`src/rtl/irq_prio_pkg.sv`:
```
package irq_prio_pkg;

  localparam int LVL_W  = 3;
  localparam int PRI_W  = 3;
  localparam int RANK_W = PRI_W + 1;
  localparam int SRC_W  = 6;
  localparam int VEC_W  = 8;

  // Rank inside a level: programmable 7..4 -> 8..5, fixed -> 4, programmable 3..0 -> 3..0
  localparam logic [RANK_W-1:0] MID_RANK = RANK_W'(4);

  typedef struct packed {
    logic              vld;
    logic [LVL_W-1:0]  lvl;
    logic [RANK_W-1:0] rank;
    logic [SRC_W-1:0]  src;
  } cand_t;

  function automatic logic [RANK_W-1:0] prio_to_rank(input logic [PRI_W-1:0] p);
    if (p >= PRI_W'(4)) return {1'b0, p} + RANK_W'(1);
    return {1'b0, p};
  endfunction

  // true when a should be kept over b; equal keys keep a (the lower-numbered side)
  function automatic logic cand_beats(input cand_t a, input cand_t b);
    if (!a.vld) return 1'b0;
    if (!b.vld) return 1'b1;
    return {a.lvl, a.rank} >= {b.lvl, b.rank};
  endfunction

  function automatic logic lvl_above_mask(input logic [LVL_W-1:0] lvl,
                                          input logic [LVL_W-1:0] mask);
    return lvl > mask;
  endfunction

  function automatic logic [VEC_W-1:0] vec_of(input logic [SRC_W-1:0] src, input int base);
    return VEC_W'(base + int'(src));
  endfunction

endpackage

```
`src/rtl/irq_cfg_regs.sv`:
```
module irq_cfg_regs
  import irq_prio_pkg::*;
#(
  parameter int NUM_SRC   = 63,
  parameter int NUM_FIXED = 7
) (
  input  logic                           clk,
  input  logic                           rst,
  input  logic                           wr_en,
  input  logic [SRC_W-1:0]               addr,
  input  logic [LVL_W+PRI_W-1:0]         wr_data,
  output logic [7:0]                     rd_data,
  output logic [NUM_SRC:1][LVL_W-1:0]    lvl_o,
  output logic [NUM_SRC:1][RANK_W-1:0]   rank_o
);

  localparam int CFG_W = LVL_W + PRI_W;

  logic [NUM_SRC:1][CFG_W-1:0] cfg_view;

  for (genvar s = 1; s <= NUM_SRC; s++) begin : g_src
    if (s > NUM_FIXED) begin : g_prog
      logic [CFG_W-1:0] q;
      always_ff @(posedge clk) begin
        if (rst)                              q <= '0;
        else if (wr_en && int'(addr) == s)    q <= wr_data;
      end
      assign cfg_view[s] = q;
      assign lvl_o[s]    = q[CFG_W-1:PRI_W];
      assign rank_o[s]   = prio_to_rank(q[PRI_W-1:0]);
    end else begin : g_fixed
      assign cfg_view[s] = '0;
      assign lvl_o[s]    = LVL_W'(s);
      assign rank_o[s]   = MID_RANK;
    end
  end

  always_comb begin
    rd_data = '0;
    for (int s = NUM_FIXED + 1; s <= NUM_SRC; s++) begin
      if (int'(addr) == s) rd_data = {2'b00, cfg_view[s]};
    end
  end

endmodule

```
`src/rtl/irq_cand_tree.sv`:
```
module irq_cand_tree
  import irq_prio_pkg::*;
#(
  parameter int LEAVES = 64
) (
  input  cand_t [LEAVES-1:0] leaf_i,
  output cand_t              win_o
);

  localparam int DEPTH = $clog2(LEAVES);

  for (genvar st = 0; st <= DEPTH; st++) begin : g_st
    localparam int N = LEAVES >> st;
    cand_t [N-1:0] node;
    if (st == 0) begin : g_in
      assign node = leaf_i;
    end else begin : g_cmp
      for (genvar k = 0; k < N; k++) begin : g_n
        assign node[k] = cand_beats(g_st[st-1].node[2*k], g_st[st-1].node[2*k+1])
                       ? g_st[st-1].node[2*k] : g_st[st-1].node[2*k+1];
      end
    end
  end

  assign win_o = g_st[DEPTH].node[0];

endmodule

```
`src/rtl/irq_out_stage.sv`:
```
module irq_out_stage
  import irq_prio_pkg::*;
#(
  parameter int VEC_BASE = 64
) (
  input  logic             clk,
  input  logic             rst,
  input  cand_t            win_i,
  input  logic [LVL_W-1:0] mask_i,
  output logic             above_mask_o,
  output logic             valid_o,
  output logic             req_o,
  output logic [LVL_W-1:0] level_o,
  output logic [SRC_W-1:0] src_o,
  output logic [VEC_W-1:0] vector_o
);

  assign above_mask_o = win_i.vld && lvl_above_mask(win_i.lvl, mask_i);

  always_ff @(posedge clk) begin
    if (rst) begin
      valid_o  <= 1'b0;
      req_o    <= 1'b0;
      level_o  <= '0;
      src_o    <= '0;
      vector_o <= '0;
    end else begin
      valid_o  <= win_i.vld;
      req_o    <= above_mask_o;
      level_o  <= win_i.vld ? win_i.lvl : '0;
      src_o    <= win_i.vld ? win_i.src : '0;
      vector_o <= win_i.vld ? vec_of(win_i.src, VEC_BASE) : '0;
    end
  end

endmodule

```
`src/rtl/irq_prio_ctrl.sv`:
```
module irq_prio_ctrl
  import irq_prio_pkg::*;
#(
  parameter int NUM_SRC   = 63,
  parameter int NUM_FIXED = 7,
  parameter int VEC_BASE  = 64
) (
  input  logic               clk,
  input  logic               rst,
  input  logic [NUM_SRC:1]   irq_in,
  input  logic [LVL_W-1:0]   mask_in,
  input  logic               cfg_we,
  input  logic [SRC_W-1:0]   cfg_addr,
  input  logic [7:0]         cfg_wdata,
  output logic [7:0]         cfg_rdata,
  output logic               irq_valid,
  output logic               irq_req,
  output logic [LVL_W-1:0]   irq_level,
  output logic [SRC_W-1:0]   irq_src,
  output logic [VEC_W-1:0]   irq_vector
);

  localparam int LEAVES = 1 << $clog2(NUM_SRC + 1);

  logic [NUM_SRC:1][LVL_W-1:0]  src_lvl;
  logic [NUM_SRC:1][RANK_W-1:0] src_rank;
  cand_t [LEAVES-1:0]           leaf_c;
  cand_t                        win_c;
  logic                         win_above_mask;
  logic                         unused_wdata_hi;

  assign unused_wdata_hi = ^cfg_wdata[7:6];

  irq_cfg_regs #(.NUM_SRC(NUM_SRC), .NUM_FIXED(NUM_FIXED)) regs_i (
    .clk     (clk),
    .rst     (rst),
    .wr_en   (cfg_we),
    .addr    (cfg_addr),
    .wr_data (cfg_wdata[LVL_W+PRI_W-1:0]),
    .rd_data (cfg_rdata),
    .lvl_o   (src_lvl),
    .rank_o  (src_rank)
  );

  for (genvar k = 0; k < LEAVES; k++) begin : g_leaf
    if (k >= 1 && k <= NUM_SRC) begin : g_src
      assign leaf_c[k].vld  = irq_in[k] && (src_lvl[k] != '0);
      assign leaf_c[k].lvl  = src_lvl[k];
      assign leaf_c[k].rank = src_rank[k];
      assign leaf_c[k].src  = SRC_W'(k);
    end else begin : g_pad
      assign leaf_c[k] = '0;
    end
  end

  irq_cand_tree #(.LEAVES(LEAVES)) tree_i (
    .leaf_i (leaf_c),
    .win_o  (win_c)
  );

  irq_out_stage #(.VEC_BASE(VEC_BASE)) out_i (
    .clk          (clk),
    .rst          (rst),
    .win_i        (win_c),
    .mask_i       (mask_in),
    .above_mask_o (win_above_mask),
    .valid_o      (irq_valid),
    .req_o        (irq_req),
    .level_o      (irq_level),
    .src_o        (irq_src),
    .vector_o     (irq_vector)
  );

endmodule

```
`config.mk`:
```
export PLATFORM = sky130hd
export DESIGN_NAME = irq_prio_ctrl
export DESIGN_NICKNAME = d
export VERILOG_FILES = /design/src/rtl/irq_prio_pkg.sv /design/src/rtl/irq_cfg_regs.sv /design/src/rtl/irq_cand_tree.sv /design/src/rtl/irq_out_stage.sv /design/src/rtl/irq_prio_ctrl.sv
export SDC_FILE = /design/constraint.sdc
export NUM_CORES = 2
export LEC_CHECK = 0
export BUFFER_PORTS_ARGS = -buffer_cell sky130_fd_sc_hd__buf_2
export CORE_ASPECT_RATIO = 0.9
export CORE_UTILIZATION = 55
export DETAILED_ROUTE_END_ITERATION = 8
export PLACE_DENSITY = 0.72
export SETUP_SLACK_MARGIN = 0.4
export SYNTH_ARGS = -nofsm -noshare
export SYNTH_HDL_FRONTEND = slang
export SYNTH_SLANG_ARGS = --single-unit
```
`constraint.sdc`:
```
create_clock -name clk -period 20 [get_ports clk]
set_input_delay 6 -clock clk [delete_from_list [all_inputs] [get_ports clk]]
set_output_delay 6 -clock clk [all_outputs]
set_load 0.01 [all_outputs]
```
==> Word level (Yosys, flattened, before mapping) <==
Cells that the tools add are included.
{ "totals": {"register_bits": 355, "in_bits": 83, "out_inout_bits": 27, "word_cells": 1119} }
{ "classes": {"addsub": 57, "magnitude_cmp": 116, "eq_ne": 56, "muxes": 658, "n_bitwise": 1, "reduce_logical": 170} }
{ "ops": {"columns": ["op", "n"], "rows": [
  ["$mux W14", 62],
  ["$mux W4", 112],
  ["$mux W1", 428],
  ["$ge A7 B7 Y1", 58],
  ["$mux W6", 56],
  ["$add A3 B1 Y4 const B", 56],
  ["$eq A6 B6 Y1 const B", 32],
  ["$ge A3 B3 Y1 const B", 56],
  ["$reduce_bool A3 Y1", 56],
  ["$logic_and A1 B1 Y1", 113],
  ["$eq A6 B5 Y1 const B", 16],
  ["$eq A6 B4 Y1 const B", 4],
  ["$eq A6 B3 Y1 const B", 2],
  ["$add A7 B6 Y8 const A", 1],
  ["$ge A5 B7 Y1 const A", 1],
  ["$eq A6 B1 Y1 const B", 1],
  ["$eq A6 B2 Y1 const B", 1],
  ["$gt A3 B3 Y1", 1],
  ["$reduce_or A2 Y1", 1],
  ["$not A1 Y1", 1]
]} }

==> Longest topological paths before layout <==
{ "depth": {"word_depth": 57, "ltp_mapped": 74} }

==> By module <==
From an unflattened synthesis, not the netlist that was laid out.
{ "hier_totals": {"cells_unflattened": 5875, "hier_area_um2": 43807.0} }
{ "by_module_without_submodules": {"columns": ["mod", "n_inst", "cells_per_inst", "area_per_inst_um2"], "rows": [
  ["irq_cfg_regs", 1, 2887, 21662.0],
  ["irq_cand_tree", 1, 2878, 21101.5],
  ["irq_prio_ctrl", 1, 65, 559.3],
  ["irq_out_stage", 1, 45, 484.2]
]} }

==> Worst setup path after synthesis <==
OpenSTA, ideal clock, no wires.
{ "synth_path": {"kind": "input to register", "from": "input port irq_in[39] (netlist name)", "to": "register out_i.req_o", "arrival_ns": 17.490, "required_time_ns": 19.873, "path_slack_ns": 2.383, "stages": 63, "path_buffers": 4, "path_cell_list": "o31ai_1 a211oi_1 nor2_1 a21oi_1 mux2_2 ha_1 and4_1 a21o_1 a21oi_1 or2_2 clkbuf_1 nor2_1 a21oi_1 inv_1 ha_1 a21o_1 a21o_1 a211o_1 [... 27 more ...] nor2_1 a21oi_1 ha_1 a21oi_1 nor2b_1 o21ai_0 nand2b_1 a21oi_1 nor2b_1 o21ai_0 a21o_1 clkbuf_8 nor2_2 a22oi_1 ha_1 a21o_1 a21oi_1 a311oi_1"} }
{ "synth_lines": {"columns": ["item", "line_no", "text"], "rows": [
  ["start, declared", "irq_prio_ctrl.sv:10", "input logic [NUM_SRC:1] irq_in,"],
  ["end signal, assigned", "irq_out_stage.sv:29", "req_o <= above_mask_o;"],
  ["end, declared", "irq_out_stage.sv:12", "output logic req_o,"]
]} }

==> run metrics <==
outcome=finished, final reports clean; Post-synth EDFFs=0; worst hold path type=register to register; fin crit share=93.6%; Slew HR=22.8%; Reg2Reg Launch Point=regs_i.g_src[32].g_prog.q[1]; worst slack at placement=0.889 ns; Die H=243 um; initial antenna violation count=6; post-synth top area share=19.7%; Max Fanout on Critical Path=12; ys async rst share=0%; final hold vios=0; Core ar.=0.0631 mm^2; CP dominant cell by count=a21o_1; highest routed metal layer=met5; met2 wire length=50900 um; clock sink count=348; DR WL/cell=21.7 um; DRT Wirelength=121000 um; HPWL Detailed=86800 um; Starting Density=56.1%; Critical Path RT=20.46 ns; Hold Slack=0.494 ns; Clk pin slew, worst setup/hold paths=0.06 ns; RSZ-0062 raised after global routing=false; most common cell after layout, fill and taps aside=a21oi_1; io pins=110; synth-to-layout area growth=6.87%; synth top area cells=dfxtp_1 (20%), ha_1 (16%), a21oi_1 (7.4%); worst stage delay on the critical path=0.67 ns; clk root buf=clkbuf_16; I/O Buffers=104; ratio of cells with drive above 1 in the final layout=8.49%; Syn Std Cell Area=0.0354 mm^2; Multi-input gate area=0.0261 mm^2; Netlist cell types=114; synthesized flop and latch total=348; register area share after synthesis=19.7%; worst vdd ir=0.0521 mV; Max-cap violations=0; PD cells=45.0 mW/mm^2; Worst Setup Start Kind=input port; filler instances=5944; # DRC=0; worst skew pair latency=0.60 ns; Post-DRT Antenna Nets=0; Max Slew Vio Count=0; syn_area_per_cell=7.46 um^2; H-tree levels=2; total number of vias=35700; top_reg_cell synth=dfxtp_1; drt pass-1 iters=6; Synth Warn #=0; critical setup path kind=input port to register; die extent in x=270 um; Slowest cell on crit path=a21oi_1; largest net degree at the start of global routing=113; Fin Setup TNS=0 ns; row count=87; final setup margin=1.28 ns; crit path DAT=19.18 ns; GR Util All Layers=35.7%; Setup Skew=0.0162 ns; reg2reg end=out_i.req_o; number of global-route vias before repair=32200; metal1 wirelength=53000 um; Pleak=15.7 nW; sequential cell area=0.00697 mm^2; first-pass GRT wire length=187000 um; Post-CTS Setup Repair Bufs=0; Worst R2R Path Depth=64; Final Setup Violations=0; r2r setup slk=5.36 ns; Final Power=1.70 mW; Via density=6.39; worst-margin pin slew=1.16 ns; CTS tree=built; cts bufs inserted=43; clk buf depth=3; CP Capture Point=out_i.req_o; remaining global-route overflow=0; initial DRC count=3778; Final Wtd Congestion=1.03; Final Net Count=5237; post-synth top area cell=dfxtp_1; metal3 WL=12600 um; Crit. Startpoint=irq_in[32]; Gate Count Post-Synth=4747; die area=0.0654 mm^2; fmax=53.4 MHz; Hold Crit Start=regs_i.g_src[31].g_prog.q[4]; most frequent cells in the layout=a21oi_1 (524), nand2_1 (521), ha_1 (453), o21ai_0 (405), inv_1 (365); crit path capture type=register; minimum clock period=18.72 ns
## repair_timing
| item | 4_1_cts | 5_1_grt |
|---|---|---|
| endpoints found under the setup margin | 0 | 1 |
| gates resized for setup | 0 | 1 |
| hold buffers | 0 | 0 |
## per-stage QoR
step	cell area (um^2)	std cells	utilization, %
3_5_place_dp	36500	5501	57.8
6_report	37900	5581	60.0
3_3_place_gp	36500	5501	57.8
5_1_grt	37900	5581	60.0
4_1_cts	37900	5580	60.0
2_1_floorplan	35400	4749	-
## cells by family (layout without fill, tap and decap cells)
| family | count (synthesis) | in the layout | synth area share, % |
|---|---|---|---|
| adder cells (fa/ha/maj) | 475 | 475 | 16.6 |
| AO/OA/AOI/OAI | 1532 | 1532 | 26.8 |
| XOR/XNOR | 56 | 56 | 1.38 |
| flip-flops | 348 | 348 | 19.7 |
| multiplexers | 356 | 356 | 10.9 |
| AND/OR/NAND/NOR | 1356 | 1356 | 17.9 |
| buffers and inverters | 623 | 609 | 6.81 |
| other | 1 | 4 | 0.0106 |
## how the worst min path moves through the flow
| stage | to | slack (ns) | depth (start not counted) |
|---|---|---|---|
| 2_1_floorplan | regs_i.g_src[31].g_prog.q[4] | 0.45 | 2 |
| 3_3_place_gp | regs_i.g_src[31].g_prog.q[4] | 0.47 | 2 |
| 3_5_place_dp | regs_i.g_src[31].g_prog.q[4] | 0.48 | 2 |
| 4_1_cts | regs_i.g_src[31].g_prog.q[4] | 0.49 | 2 |
| 5_1_grt | regs_i.g_src[31].g_prog.q[4] | 0.52 | 2 |
| 6_report | regs_i.g_src[31].g_prog.q[4] | 0.49 | 2 |
## flip-flops by register name, indices dropped and copies added (netlist names)
signal / flops
out_i.level_o: 3
out_i.req_o: 1
out_i.src_o: 5
out_i.valid_o: 1
out_i.vector_o: 2
regs_i.g_src.g_prog.q: 336
## cells in the mapped netlist, drive strengths merged (15+ instances only)
master / number
buf: 41
o211ai: 29
mux2: 97
o31ai: 63
a22oi: 32
nand3: 176
a21oi: 532
ha: 453
a21o: 58
nor2b: 84
nand2: 524
nand2b: 93
o21a: 49
inv: 365
o221ai: 18
maj3: 22
and3: 25
or3: 16
and2: 20
nor2: 281
nand4: 15
o31a: 29
a211oi: 50
a221oi: 25
o22ai: 44
xor2: 27
xnor2: 29
dfxtp: 348
mux2i: 249
a31oi: 31
or2: 15
nor3: 46
clkbuf: 216
and4: 15
o21ai: 420
## layer usage
metal | vias to the layer above | GRT usage (%)
met5 | - | 0
met4 | 8 | 13.6
met1 | 16700 | 50.3
met3 | 271 | 5.86
met2 | 1699 | 54.1
li1 | 16900 | -
## layout make-up
type / count / area share [%]
multi-input combinational: 3778 / 69.0
sequential: 348 / 18.4
inverter: 366 / 3.63
clock buffer: 58 / 3.12
tap: 845 / 2.79
timing repair buffer: 164 / 2.60
clock inverter: 21 / 0.479
antenna: 1 / 0.00661
## critical path, delay by kind of cell
kind / cells / cell delay [ns]
adder cells (fa/ha/maj): 6 / 1.89
buffers and inverters: 5 / 0.89
multiplexers: 2 / 0.78
AO/OA/AOI/OAI: 34 / 7.52
AND/OR/NAND/NOR: 13 / 2.09
## power breakdown
group | total, mW | internal (mW) | switching, mW
Sequential | 0.706 | 0.698 | 0.00778
Clock | 0.781 | 0.442 | 0.339
Combinational | 0.218 | 0.0633 | 0.155
No activity file was read; power rests on OpenSTA's default activity.
